**src/rtl/dmairq_pkg.sv**
```systemverilog
package dmairq_pkg;

    localparam int CAUSE_W = 16;

    // cause positions
    localparam int CS_DONE      = 0;
    localparam int CS_EVWR_ERR  = 1;
    localparam int CS_DESC_ERR  = 9;
    localparam int CS_RD_ERR    = 10;
    localparam int CS_WR_ERR    = 11;
    localparam int CS_BAD_DESC  = 14;

    localparam logic [CAUSE_W-1:0] ERR_MASK =
        CAUSE_W'((1 << CS_EVWR_ERR) | (1 << CS_DESC_ERR) | (1 << CS_RD_ERR) |
                 (1 << CS_WR_ERR) | (1 << CS_BAD_DESC));
    localparam logic [CAUSE_W-1:0] IMPL_MASK = ERR_MASK | CAUSE_W'(1 << CS_DONE);

    // register offsets
    localparam int OFS_CTRL   = 'h004;
    localparam int OFS_STATUS = 'h100;
    localparam int OFS_CLEAR  = 'h108;
    localparam int OFS_ENABLE = 'h110;

    typedef enum logic [2:0] {
        SEL_NONE,
        SEL_CTRL,
        SEL_STATUS,
        SEL_CLEAR,
        SEL_ENABLE
    } reg_sel_e;

    typedef struct packed {
        logic                 msg_mode;
        logic [CAUSE_W-1:0]   enable;
    } cfg_t;

    function automatic reg_sel_e decode_ofs(input int unsigned ofs);
        case (ofs)
            OFS_CTRL:   return SEL_CTRL;
            OFS_STATUS: return SEL_STATUS;
            OFS_CLEAR:  return SEL_CLEAR;
            OFS_ENABLE: return SEL_ENABLE;
            default:    return SEL_NONE;
        endcase
    endfunction

endpackage

```
**src/rtl/dmairq_regif.sv**
```systemverilog
module dmairq_regif
    import dmairq_pkg::*;
#(
    parameter int ADDR_W = 12,
    parameter int DATA_W = 32
) (
    input  logic                 clk,
    input  logic                 rst,
    input  logic                 bus_wr,
    input  logic                 bus_rd,
    input  logic [ADDR_W-1:0]    bus_addr,
    input  logic [DATA_W-1:0]    bus_wdata,
    input  logic [CAUSE_W-1:0]   status_i,
    output logic [CAUSE_W-1:0]   clr_mask_o,
    output cfg_t                 cfg_o,
    output logic [DATA_W-1:0]    bus_rdata
);

    reg_sel_e             sel;
    cfg_t                 cfg_q;
    logic [DATA_W-1:0]    rdata_q;
    logic [DATA_W-1:0]    rdata_n;
    logic                 unused_wdata;

    assign sel          = decode_ofs(int'(unsigned'(bus_addr)));
    assign unused_wdata = ^bus_wdata[DATA_W-1:CAUSE_W];

    assign clr_mask_o = (bus_wr && sel == SEL_CLEAR) ? bus_wdata[CAUSE_W-1:0] : '0;

    always_ff @(posedge clk) begin
        if (rst) begin
            cfg_q <= '0;
        end else if (bus_wr) begin
            if (sel == SEL_CTRL)
                cfg_q.msg_mode <= bus_wdata[0];
            if (sel == SEL_ENABLE)
                cfg_q.enable <= bus_wdata[CAUSE_W-1:0] & IMPL_MASK;
        end
    end

    always_comb begin
        rdata_n = '0;
        case (sel)
            SEL_CTRL:   rdata_n = DATA_W'(cfg_q.msg_mode);
            SEL_STATUS: rdata_n = DATA_W'(status_i);
            SEL_ENABLE: rdata_n = DATA_W'(cfg_q.enable);
            default:    rdata_n = '0;
        endcase
    end

    always_ff @(posedge clk) begin
        if (rst)
            rdata_q <= '0;
        else if (bus_rd)
            rdata_q <= rdata_n;
    end

    assign cfg_o     = cfg_q;
    assign bus_rdata = rdata_q;

    AST_EN_WRITE: assert property (@(posedge clk) disable iff (rst)
        (bus_wr && sel == SEL_ENABLE) |=> (cfg_q.enable == ($past(bus_wdata[CAUSE_W-1:0]) & IMPL_MASK)))
        else $error("enable write not taken");
    AST_CLEAR_READS_ZERO: assert property (@(posedge clk) disable iff (rst)
        (bus_rd && sel == SEL_CLEAR) |=> (bus_rdata == '0))
        else $error("clear register read non-zero");

endmodule

```
**src/rtl/dmairq_status.sv**
```systemverilog
module dmairq_status
    import dmairq_pkg::*;
(
    input  logic                 clk,
    input  logic                 rst,
    input  logic [CAUSE_W-1:0]   cause_in,
    input  logic [CAUSE_W-1:0]   clr_mask,
    output logic [CAUSE_W-1:0]   status_o
);

    logic unused_cause;
    assign unused_cause = ^(cause_in & ~IMPL_MASK);

    for (genvar i = 0; i < CAUSE_W; i++) begin : g_bit
        if (IMPL_MASK[i]) begin : g_flop
            logic st_q;
            always_ff @(posedge clk) begin
                if (rst)
                    st_q <= 1'b0;
                else if (cause_in[i])
                    st_q <= 1'b1;      // cause wins over a clear in the same cycle
                else if (clr_mask[i])
                    st_q <= 1'b0;
            end
            assign status_o[i] = st_q;
        end else begin : g_tie
            assign status_o[i] = 1'b0;
        end
    end

    AST_CAUSE_SETS: assert property (@(posedge clk) disable iff (rst)
        ((cause_in & IMPL_MASK) != '0) |=>
            ((status_o & $past(cause_in & IMPL_MASK)) == $past(cause_in & IMPL_MASK)))
        else $error("cause did not latch");
    AST_CLEAR_WORKS: assert property (@(posedge clk) disable iff (rst)
        ((clr_mask & ~cause_in) != '0) |=> ((status_o & $past(clr_mask & ~cause_in)) == '0))
        else $error("clear did not take");
    AST_STATUS_HOLD: assert property (@(posedge clk) disable iff (rst)
        (cause_in == '0 && clr_mask == '0) |=> $stable(status_o))
        else $error("status changed without cause or clear");

endmodule

```
**src/rtl/dmairq_deliver.sv**
```systemverilog
module dmairq_deliver
    import dmairq_pkg::*;
(
    input  logic                 clk,
    input  logic                 rst,
    input  logic [CAUSE_W-1:0]   status_i,
    input  logic [CAUSE_W-1:0]   clr_mask,
    input  cfg_t                 cfg_i,
    output logic                 irq_line,
    output logic                 msg_pulse,
    output logic                 err_flag
);

    logic [CAUSE_W-1:0] eff;
    logic               pend;
    logic               pend_q;

    assign eff      = status_i & cfg_i.enable;
    assign pend     = |eff;
    assign err_flag = |(eff & ERR_MASK);
    assign irq_line = pend & ~cfg_i.msg_mode;

    always_ff @(posedge clk) begin
        if (rst)
            pend_q <= 1'b0;
        else
            pend_q <= pend;
    end

    assign msg_pulse = cfg_i.msg_mode & pend & ~pend_q;

    AST_MSG_QUIET_LINE: assert property (@(posedge clk) disable iff (rst)
        cfg_i.msg_mode |-> !irq_line)
        else $error("wired line high in message mode");
    AST_PULSE_SINGLE: assert property (@(posedge clk) disable iff (rst)
        msg_pulse |=> !msg_pulse)
        else $error("message pulse longer than one cycle");
    AST_IRQ_HOLDS: assert property (@(posedge clk) disable iff (rst)
        (irq_line && clr_mask == '0) |=>
            (irq_line || cfg_i.msg_mode || cfg_i.enable != $past(cfg_i.enable)))
        else $error("interrupt dropped without clear");
    AST_ERR_HAS_IRQ: assert property (@(posedge clk) disable iff (rst)
        err_flag |-> (irq_line || cfg_i.msg_mode))
        else $error("error flag without interrupt");

endmodule

```
**src/rtl/dmairq_status_ctrl.sv**
```systemverilog
module dmairq_status_ctrl
    import dmairq_pkg::*;
#(
    parameter int ADDR_W = 12,
    parameter int DATA_W = 32
) (
    input  logic                 clk,
    input  logic                 rst,
    input  logic [CAUSE_W-1:0]   cause_in,
    input  logic                 bus_wr,
    input  logic                 bus_rd,
    input  logic [ADDR_W-1:0]    bus_addr,
    input  logic [DATA_W-1:0]    bus_wdata,
    output logic [DATA_W-1:0]    bus_rdata,
    output logic                 irq_line,
    output logic                 msg_pulse,
    output logic                 err_flag
);

    logic [CAUSE_W-1:0] status;
    logic [CAUSE_W-1:0] clr_mask;
    cfg_t               cfg;

    dmairq_regif #(.ADDR_W(ADDR_W), .DATA_W(DATA_W)) u_regif (
        .clk        (clk),
        .rst        (rst),
        .bus_wr     (bus_wr),
        .bus_rd     (bus_rd),
        .bus_addr   (bus_addr),
        .bus_wdata  (bus_wdata),
        .status_i   (status),
        .clr_mask_o (clr_mask),
        .cfg_o      (cfg),
        .bus_rdata  (bus_rdata)
    );

    dmairq_status u_status (
        .clk      (clk),
        .rst      (rst),
        .cause_in (cause_in),
        .clr_mask (clr_mask),
        .status_o (status)
    );

    dmairq_deliver u_deliver (
        .clk       (clk),
        .rst       (rst),
        .status_i  (status),
        .clr_mask  (clr_mask),
        .cfg_i     (cfg),
        .irq_line  (irq_line),
        .msg_pulse (msg_pulse),
        .err_flag  (err_flag)
    );

    AST_RST_QUIET: assert property (@(posedge clk)
        $past(rst) |-> (!irq_line && !msg_pulse && !err_flag))
        else $error("outputs active after reset");

endmodule

```
**config.mk**
```make
export PLATFORM = sky130hd
export DESIGN_NAME = dmairq_status_ctrl
export DESIGN_NICKNAME = d
export VERILOG_FILES = /design/src/rtl/dmairq_pkg.sv /design/src/rtl/dmairq_regif.sv /design/src/rtl/dmairq_status.sv /design/src/rtl/dmairq_deliver.sv /design/src/rtl/dmairq_status_ctrl.sv
export SDC_FILE = /design/constraint.sdc
export NUM_CORES = 1
export LEC_CHECK = 0
export BUFFER_PORTS_ARGS = -buffer_cell sky130_fd_sc_hd__buf_4
export CAP_MARGIN = 20
export CORE_MARGIN = 2
export CORE_UTILIZATION = 38
export DETAILED_ROUTE_END_ITERATION = 7
export PLACE_DENSITY = 0.79
export SYNTH_ARGS = -nofsm -noshare
export SYNTH_HDL_FRONTEND = slang
export SYNTH_SLANG_ARGS = --single-unit
```
**constraint.sdc**
```tcl
create_clock -name clk -period 2.3 [get_ports clk]
set_clock_uncertainty 0.2 [all_clocks]
set_input_delay 0.46 -clock clk [delete_from_list [all_inputs] [get_ports clk]]
set_output_delay 0.46 -clock clk [all_outputs]
set_load 0.1 [all_outputs]
```
==> results.md, run 1 <==
- Summing over every cut layer, the via total after detailed routing is 941.
- At the later pin of the worst-skew pair, clock insertion delay measures 300 ps.
- The final antenna diode count is 0.
- The total global routing track utilization is 13.2%.
- For this design the static power due to leakage is 0.678 nW.
- The post-place instance area is 1380 um2.
- The number of port buffers is 36.
- TritonCTS built the clock tree.
- Combinational logic burns 29.2% of the power.
- For this run, design rule violations remaining after detail routing come to 1.
- The floorplan step defined a core boundary enclosing 2830 um2.
- The floorplan has 19 rows.
- The post-route core utilization is 52.5%.
- At the end of routability-driven placement, the weighted congestion stood at 0.743.
- The share of final-layout standard cells stronger than drive strength 1 is 34.1%.
- The number of antenna violations at the first check in global routing is 0.
- Setup repair after global routing could not meet its margin everywhere.
- The final-stage net count is 235.
- The mean instance size in the synthesized netlist is 8.87 um2.
- The final worst slack is -43.1 ps.
- The number of hold-repair buffers added at the cts stage is 0.
- The clock share of power is 31.1%.
- No sink is reached through more buffers than the 2 on the longest clock path.
- The detailed-router iteration count before antenna repair is 6.
- The synthesized design contains 20 register bits.
- Of the available clock period, the critical path in the final layout requires 102%.
- The finished layout holds 201 standard cells, fillers aside.
- In this run the remaining antenna-violating nets after routing total 0.
- The critical path start-end classification is register to primary output.
- The leading cell type in the layout, fill and taps excluded is buf_4.
- Counting the fill cells in the layout gives 251.
- The synthesized design spends more area on one cell type than any other, namely dfxtp_1.
- Setup violations remaining at the end of the flow were counted as 2.
- The die area is 3490 um2.
- After synthesis, flip-flops and latches occupy 34.7% of the total area.
- Counting the buffers created by CTS gives 3.
- The finished layout cell area is 1480 um2.
- The post-route setup TNS is -79.9 ps.
- The number of H-tree branching levels is 1.
- The worst IR drop on VDD is 0.000270 V.
- Of all nets on the critical path, the largest fanout is 3.
- The I/O pin total is 99.
- The final hold violation count is 0.
- Once detailed placement completed, the half-perimeter wirelength came to 1820 um.
- The first global-routing pass estimated 3620 um of wire.
- The number of instances in the synthesized netlist is 130.
- For this design the ratio of total power to cell area is 614 nW/um2.
- The count of warnings emitted by yosys is 0.
- In this run the vertical extent of the chip is 59.1 um.
- Based on the critical path, the design can be clocked at up to 427 MHz.
- The tightest min-delay check is of the input port to register type.
- In the post-synthesis netlist, the biggest area contributors are dfxtp_1 (35%), buf_4 (17%), mux2i_1 (10%), nand2b_1 (7.6%), a311oi_1 (4.6%).
- The post-synthesis to final-layout area growth is 28.6%.
- The clock-pin slew of the registers on the worst-case setup and hold paths is 120 ps.
- The run finished, with violations left.
- The internal power component is 580 uW.
- Synthesis instantiated 30 different standard cells from the library.
- The cell area that synthesis handed to floorplanning was 1150 um2.
- Leaving out fill and tap cells, the most frequent cells in the layout are buf_4 (40), conb_1 (26), dfxtp_1 (16).
- The kind of start point of the critical path is a register.
- The worst path arrival time is 1680 ps.
- Net switching is 36.3% of the power.
- The root buffer cell chosen for the clock tree is clkbuf_4.
- The endpoint type of the worst setup path is a primary output.
- For this design the total switching power over the nets is 331 uW.
- Entering global routing, the biggest net connects 25 pins.
- In the routed layout, each cell is associated on average with a via count of 4.68.
- The routed design could run at a clock period as short as 2340 ps.
- The data required time at the worst endpoint is 1640 ps.
- The initial cell density of the core is 40.8%.
- For this block, the routed nets add up to 2330 um of wire.
- The remaining global-route overflow is 0.
- The die width is 59.1 um.
- In this run, flip-flops and latches consume 39.6% of the power.
- The number of violations of the max-capacitance limit is 0.
- The number of placed instances, taps included, is 193.
- The tree built by TritonCTS fans out to 20 sinks.
- The iteration-0 DRC count of the detailed router is 43.
- Summed over its instances, the top area cell type makes up 34.7% of the synthesized netlist area.
- Hold is met by 149 ps.
- The via count of the first global-routing pass is 877.
- The number of slew-limit violations in the final report is 0.
- The average routed wire per standard cell is 11.6 um.
- The final reports fail on design-rule violations, negative setup slack.
[area by class of cell]
cell class                      instances  area (um2)  share of cell area, %
Multi-Input combinational cell         96         626                   42.2
Sequential cell                        20         405                   27.3
Timing Repair Buffer                   42         332                   22.3
Tap cell                               31        38.8                   2.61
Clock inverter                          1        30.0                   2.02
Inverter                                8        30.0                   2.02
Clock buffer                            3        22.5                   1.52
[kinds of logic after synthesis]
kind of cell / share of synthesized area (%)
other: 0.325
AOI/OAI and AO/OA: 10.1
and+or+nand+nor: 21.5
buffers and inverters: 22.0
muxes: 11.4
DFF: 34.7
[path summary, 6_finish.rpt]
path,start,endpoint,slack [ps],cells past startpoint
worst max-delay path,u_status.g_bit[9].g_flop.st_q,msg_pulse,-40,5
worst min-delay path,bus_wdata[10],u_status.g_bit[10].g_flop.st_q,150,2
worst max register to register,u_status.g_bit[9].g_flop.st_q,u_deliver.pend_q,690,5
worst min register to register,u_regif.bus_rdata[10],u_regif.bus_rdata[10],270,2
[state kept, by name, summed over array words and instances (netlist names)]
signal and cells:
u_regif.cfg_o 7, u_regif.bus_rdata 6, u_status.g_bit.g_flop.st_q 6, u_deliver.pend_q 1
[synthesized netlist by cell type]
library cell	number
nand4b_1	1
nand3_1	1
buf_2	2
nand2_1	6
buf_4	26
nor4_1	1
or4_4	1
or3_1	1
and4_1	1
inv_1	8
mux2_2	1
nor4b_2	1
clkbuf_1	2
conb_1	1
a21oi_1	1
a22oi_1	2
nor3b_1	1
nand2b_1	14
and3_1	1
dfxtp_1	20
nor3_4	1
a222oi_1	1
nor3_1	1
o21ai_0	5
nand3b_1	1
a311oi_1	6
nor2_1	9
buf_6	1
mux2i_1	12
o32ai_1	1
[per-stage QoR]
step / setup WS, ps / power, mW
3_3_place_gp: 174 / 0.627
4_1_cts: -15.8 / 0.913
2_1_floorplan: -20.6 / 0.617
3_5_place_dp: 110 / 0.631
5_1_grt: -168 / 0.941
6_report: -43.1 / 0.911
[power by group through the flow]
stage               combinational (mW)  clock [mW]  sequential (mW)
finish                           0.266       0.284            0.361
detailed placement               0.262           0            0.369
global route                     0.276       0.302            0.363
floorplan                        0.250           0            0.367
global placement                 0.259           0            0.368
CTS                              0.265       0.288            0.360
[routing by layer]
metal	vias to the layer above	wire length, um	global-route usage [%]
li1	471	-	-
met1	425	937	14.2
met2	45	1190	26.0
met3	0	206	2.62
met4	0	0	2.92
met5	-	0	0
[critical path, stage by stage (launching register included)]
cell	delay [ps]
dfxtp_2	350
a222oi_1	480
nand2_4	110
a21oi_4	190
nor3b_4	70
buf_12	170
[repair_timing]
item                                    4_1_cts  5_1_grt
gates resized for setup                       4        1
pin swaps                                     3        2
setup buffers                                 3        1
hold endpoints to repair                      0        0
endpoints found under the setup margin        2        2
No activity file was read; power rests on OpenSTA's default activity.
==> run 2, diff against run 1 <==
- RECOVER_POWER: unset -> 50
==> results.md, run 2 (synthesis gave the netlist of run 1 again) <==
- The endpoint type of the worst setup path is a primary output.
- The worst pin sits at a relative slew slack of 63.9%.
- The CTS buffer count was 3 (unchanged).
- The count of nets left with antenna violations after detail routing is 0 (unchanged).
- The standard cell core area is 2830 um2 (unchanged).
- The iteration-0 DRC count of the detailed router is 32 (-26%).
- At the pin with the least slew margin, the transition time is 544 ps.
- The upper clock frequency limit was 427 MHz (about the same).
- The tree is rooted in a clkbuf_4.
- In this run the most critical hold path is launched from bus_wdata[10].
- The fill cell instance count of the final layout is 260 (+3.6%).
- The aggregate routed wire length came to 2370 um (+1.5%).
- The final-stage net count came to 235 (unchanged).
- The die width is 59.1 um (unchanged).
- The final reports fail on design-rule violations, negative setup slack.
- The via count of the first global-routing pass was 877 (unchanged).
- The final hold violation count is 0 (unchanged).
- The number of hold-repair buffers added at the cts stage was 0 (unchanged).
- The detailed-router iteration count before antenna repair was 6 (unchanged).
- In the layout the commonest cells are buf_4 (32), conb_1 (26), dfxtp_1 (16).
- The overall via count from detail_route came to 945 (+0.43%).
- The share of final-layout standard cells stronger than drive strength 1 is 31.8% (-2.4 points).
- The number of port buffers is 36 (unchanged).
- The number of slew-limit violations in the final report is 0 (unchanged).
- The via count normalized by instance count is 4.70 (+0.43%).
- TritonCTS built the clock tree.
- The worst path arrival time is 1680 ps (about the same).
- The post-route setup TNS is -77.3 ps (+2.63 ps).
- The final period utilization is 102% (about the same).
- The buffer levels on the longest clock path is 2 (unchanged).
- The final setup violation count was 2 (unchanged).
- The clock-pin slew of the registers on the worst-case setup and hold paths came to 120 ps (about the same).
- The kind of start point of the critical path is a register.
- The total global routing track utilization is 13.2% (unchanged).
- The beginning of the worst register-to-register path is u_status.g_bit[9].g_flop.st_q.
- The worst register-to-register path ends at u_deliver.pend_q.
- The critical path start-end classification is register to primary output.
- The number of H-tree branching levels is 1 (unchanged).
- The die area came to 3490 um2 (unchanged).
- The initial cell density of the core is 40.8% (unchanged).
- The remaining routing DRC violations is 1 (unchanged).
- Setup repair after global routing could not meet its margin everywhere.
- The post-synthesis to final-layout area growth is 25.2%.
- The maximum number of pins on one net before global-route repair is 25 (unchanged).
- The global-route wire length before repair is 3620 um (unchanged).
- The reg-to-reg setup timing slack is 690 ps (about the same).
- The final weighted congestion of routability-driven global placement is 0.743 (unchanged).
- The critical-path maximum fanout was 3 (unchanged).
- The final worst slack is -41.8 ps (+1.35 ps).
- The worst IR drop on VDD was 0.000271 V (+0.64%).
- The library cell used most frequently in the layout, excluding fill and tap cells, is buf_4.
- The flow ran to the end, but the final reports show violations.
- The leakage power figure is 0.663 nW (-2.3%).
- The destination of the critical timing path is msg_pulse.
- The source-to-sink clock delay at the later pin of the worst-skew pair is 300 ps (about the same).
- The post-layout total power is 907 uW (-0.49%).
- The path depth of the worst reg2reg path is 5 (unchanged).
- The flip-flop count of the largest register after layout is 7 (unchanged).
- The number of antenna violations at the first check in global routing is 0 (unchanged).
- The number of standard-cell rows in the floorplan was 19 (unchanged).
- The detailed-placement wirelength estimate was 1820 um (unchanged).
- The data required time at the worst endpoint is 1640 ps (about the same).
- The clock sink count is 20 (unchanged).
- The power per standard cell area is 628 nW/um2 (+2.3%).
- The die span in y came to 59.1 um (unchanged).
- The critical path startpoint is u_status.g_bit[9].g_flop.st_q.
- The type of the tightest min-delay check is input port to register.
- The remaining global-route overflow is 0 (unchanged).
- The minimum clock period is 2340 ps (-1.35 ps).
- The average routed wire per standard cell is 11.8 um (+1.5%).
- The number of violations of the max-capacitance limit is 0 (unchanged).
- The I/O pin total came to 99 (unchanged).
- The final antenna diode count was 0 (unchanged).
-- run 2: power by group --
| group | internal (mW) | switching (mW) |
|---|---|---|
| Clock | 0.176 | 0.106 |
| Sequential | 0.354 | 0.00683 |
| Combinational | 0.0481 | 0.215 |
| Total | 0.579 | 0.328 |
-- run 2: layout make-up --
class / instances / area (um2) / share of cell area, %
clock inverters: 1 / 30.0 / 2.08
multi-input cells: 96 / 604 / 41.9
well taps: 31 / 38.8 / 2.69
clock buffers: 3 / 22.5 / 1.56
inverters: 8 / 30.0 / 2.08
repair buffers: 42 / 313 / 21.7
flip-flops and latches: 20 / 405 / 28.1
-- run 2: repair_timing --
item,in CTS,in global routing
setup buffers,3,1
pin swaps,3,2
endpoints found under the setup margin,2,2
resized for setup,4,1
-- run 2: through the flow --
stage | hold slack (ps) | worst slack, ps | cell area, um2 | utilization [%] | cells
after floorplan | 254 | -20.6 | 1280 | - | 155
after global placement | 239 | 174 | 1380 | 48.9 | 193
after detailed placement | 243 | 110 | 1380 | 48.9 | 193
after CTS | 145 | -15.8 | 1480 | 52.1 | 200
after global routing | 140 | -168 | 1440 | 51.0 | 201
final | 150 | -41.8 | 1440 | 51.0 | 201
-- run 2: critical path: stages, from the launching register on --
cell and delay [ps]:
dfxtp_2 350, a222oi_1 480, nand2_4 110, a21oi_4 190, nor3b_4 70, buf_12 170
-- run 2: layer usage --
layer	wire length, um	GRT usage [%]	up-vias
li1	-	-	473
met1	961	14.2	431
met2	1200	26.0	41
met3	202	2.62	0
met4	0	2.92	0
met5	0	0	-
-- run 2: worst min-delay path by stage --
stage / endpoint / slack (ps) / cells after the start
after floorplan: u_regif.cfg_o[9] / 250 / 2
after global placement: u_regif.bus_rdata[9] / 240 / 2
final: u_status.g_bit[10].g_flop.st_q / 150 / 2
after CTS: u_status.g_bit[10].g_flop.st_q / 140 / 2
after global routing: u_status.g_bit[10].g_flop.st_q / 140 / 2
after detailed placement: u_regif.bus_rdata[10] / 240 / 2
==> run 3, diff against run 2 <==
- REMOVE_ABC_BUFFERS: unset -> 1
==> results.md, run 3 (synthesis gave the netlist of run 1 again) <==
- The data required time at the worst endpoint came to 1640 ps (about the same).
- The worst hold path begins at bus_wdata[14].
- The instance count on the critical path is 5 (unchanged).
- The leakage power figure is 0.650 nW (-1.9%).
- The net switching component of the power is 318 uW (-3.2%).
- The number of slew-limit violations in the final report came to 0 (unchanged).
- The final antenna diode count was 0 (unchanged).
- The final setup violation count is 0 (-2).
- The critical-path maximum fanout is 3 (unchanged).
- The endpoint type of the worst setup path is a primary output.
- The clock sink count was 20 (unchanged).
- In this run the critical register-to-register path is launched from u_regif.cfg_o[14].
- The maximum number of pins on one net before global-route repair is 25 (unchanged).
- The upper clock frequency limit is 444 MHz (+3.9%).
- The die span in y was 59.1 um (unchanged).
- The flip-flop count of the largest register after layout came to 7 (unchanged).
- The number of violations of the max-capacitance limit came to 0 (unchanged).
- The worst setup path is launched from a register.
- The post-synthesis to final-layout area growth is 21.5%.
- Walking the worst path, the cells encountered are a222oi_1 -> nand2_1 -> a21oi_2 -> nor3b_1 -> clkbuf_8.
- The final hold violation count came to 0 (unchanged).
- The buffer levels on the longest clock path came to 2 (unchanged).
- The tree is rooted in a clkbuf_4.
- The TritonCTS clock tree is yes.
- The count of nets left with antenna violations after detail routing was 0 (unchanged).
- The maximum single-stage delay on the critical path was 340 ps (-140 ps).
- The final period utilization is 98.0% (-3.8 points).
- The remaining routing DRC violations is 0 (-1).
- The detailed-placement wirelength estimate came to 1660 um (-8.5%).
- The final weighted congestion of routability-driven global placement is 0.858 (+15%).
- The type of the tightest min-delay check is input port to register.
- The post-route setup TNS is 0 ps (+77.3 ps).
- The flow ran to the end, and the final reports show no timing, DRC or antenna violations.
- The power per standard cell area was 556 nW/um2 (-11%).
- The worst path arrival time is 1590 ps (-90 ps).
- The average routed wire per standard cell is 10.5 um (-11%).
- The critical path in this run is classified as register to primary output.
- The detailed-router iteration count before antenna repair came to 4 (-2).
- The clock share of power is 20.3% (-11 points).
- The number of H-tree branching levels is 1 (unchanged).
- The minimum clock period is 2250 ps (-88.4 ps).
- The library cells used most frequently in the layout, excluding fill and tap cells, are buf_4 (38), conb_1 (26), dfxtp_1 (18).
- The source-to-sink clock delay at the later pin of the worst-skew pair is 290 ps (about the same).
- The cell family with the largest share of critical-path delay is compound AO/OA/AOI/OAI gates.
- The via count normalized by instance count is 4.57 (-2.8%).
- The standard cell core area came to 2830 um2 (unchanged).
- The global-route wire length before repair is 3350 um (-7.2%).
- The number of cells on the worst hold path is 2 (unchanged).
- The initial cell density of the core is 40.8% (unchanged).
- The remaining global-route overflow is 0 (unchanged).
- Among all stages on the critical path, the largest delay is contributed by dfxtp_2.
- The path depth of the worst reg2reg path was 5 (unchanged).
- The proportion of power drawn by combinational gates is 33.5% (+4.5 points).
- The final worst slack is 46.6 ps (+88.4 ps).
- The final-stage net count is 233 (-0.85%).
- The I/O pin total came to 99 (unchanged).
- The post-route core utilization came to 49.5% (-1.5 points).
- Setup repair after global routing could not meet its margin everywhere.
- The via count of the first global-routing pass is 750 (-14%).
- The leading cell type in the layout, fill and taps excluded is buf_4.
- The worst slack on hold paths is 151 ps (+1.41 ps).
- The aggregate routed wire length is 2080 um (-12%).
- The critical path starts at u_regif.cfg_o[14].
- The clock-pin slew of the registers on the worst-case setup and hold paths is 100 ps (-20 ps).
- The count of buffering cells on the critical path with inverters included is 1 (unchanged).
- The internal power component is 462 uW (-20%).
- The number of standard-cell rows in the floorplan came to 19 (unchanged).
- The worst setup slack before clock tree synthesis is 165 ps (+55.7 ps).
- The part of the power in registers came to 46.2% (+6.4 points).
- The switching portion of total power is 40.8% (+4.6 points).
- The iteration-0 DRC count of the detailed router came to 8 (-75%).
- The number of antenna violations at the first check in global routing came to 0 (unchanged).
- The overall via count from detail_route came to 905 (-4.2%).
- The share of final-layout standard cells stronger than drive strength 1 is 29.9% (-1.8 points).
- The die width came to 59.1 um (unchanged).
- The CTS buffer count is 3 (unchanged).
- The die area is 3490 um2 (unchanged).
- The number of port buffers came to 36 (unchanged).
- The worst IR drop on VDD came to 0.000367 V (+35%).
- The total global routing track utilization is 12.7% (-0.55 points).
[run 3: cell types whose count changed in the layout (fill, tap and decap cells not counted), moves of 2 or more]
cell	delta
dfxtp_1	+2
buf_4	+6
dfxtp_2	-2
clkbuf_2	-6
[run 3: worst paths after layout]
check	slack [ps]	end
hold reg to reg	260	u_regif.bus_rdata[1]
setup / recovery	50	msg_pulse
setup reg to reg	840	u_deliver.pend_q
hold / removal	150	u_status.g_bit[14].g_flop.st_q
[run 3: per-stage QoR]
stage               cell area [um2]  power [mW]  cells
floorplan                      1020       0.575    124
global placement               1350       0.627    193
detailed placement             1350       0.628    193
CTS                            1380       0.789    197
global route                   1400       0.814    198
finish                         1400       0.780    198
[run 3: layout make-up]
| cell class | count | area (um2) |
|---|---|---|
| Multi-Input combinational cell | 96 | 597 |
| Fill cell | 280 | 1430 |
| Clock buffer | 3 | 22.5 |
| Timing Repair Buffer | 40 | 310 |
| Inverter | 8 | 30.0 |
| Tap cell | 31 | 38.8 |
| Sequential cell | 20 | 403 |
[run 3: worst register-to-register path: cells and delay by family (launching register included)]
family	cells	cell delay [ps]
and+or+nand+nor	2	170
buffers and inverters	1	130
AOI/OAI and AO/OA	2	520
DFF	1	340
[run 3: power groups by stage]
stage	sequential (mW)	combinational (mW)	clock [mW]
floorplan	0.366	0.209	0
global placement	0.367	0.259	0
detailed placement	0.368	0.260	0
CTS	0.360	0.260	0.168
global route	0.362	0.271	0.181
finish	0.360	0.261	0.158
[run 3: layer usage]
| layer | part of all wire (%) | global-route usage [%] | up-vias |
|---|---|---|---|
| met5 | 0 | 0 | - |
| met4 | 0 | 3.57 | 0 |
| met3 | 6.2 | 4.37 | 0 |
| met2 | 47 | 19.8 | 36 |
| met1 | 47 | 16.5 | 399 |
| li1 | - | - | 470 |
[run 3: timing repair]
action / CTS / global route
resized for setup: 1 / 4
pin swaps: 1 / 2
setup buffers: 1 / 1
endpoints found under the setup margin: 2 / 2
hold buffers: 0 / 0
hold endpoints to repair: 0 / 0
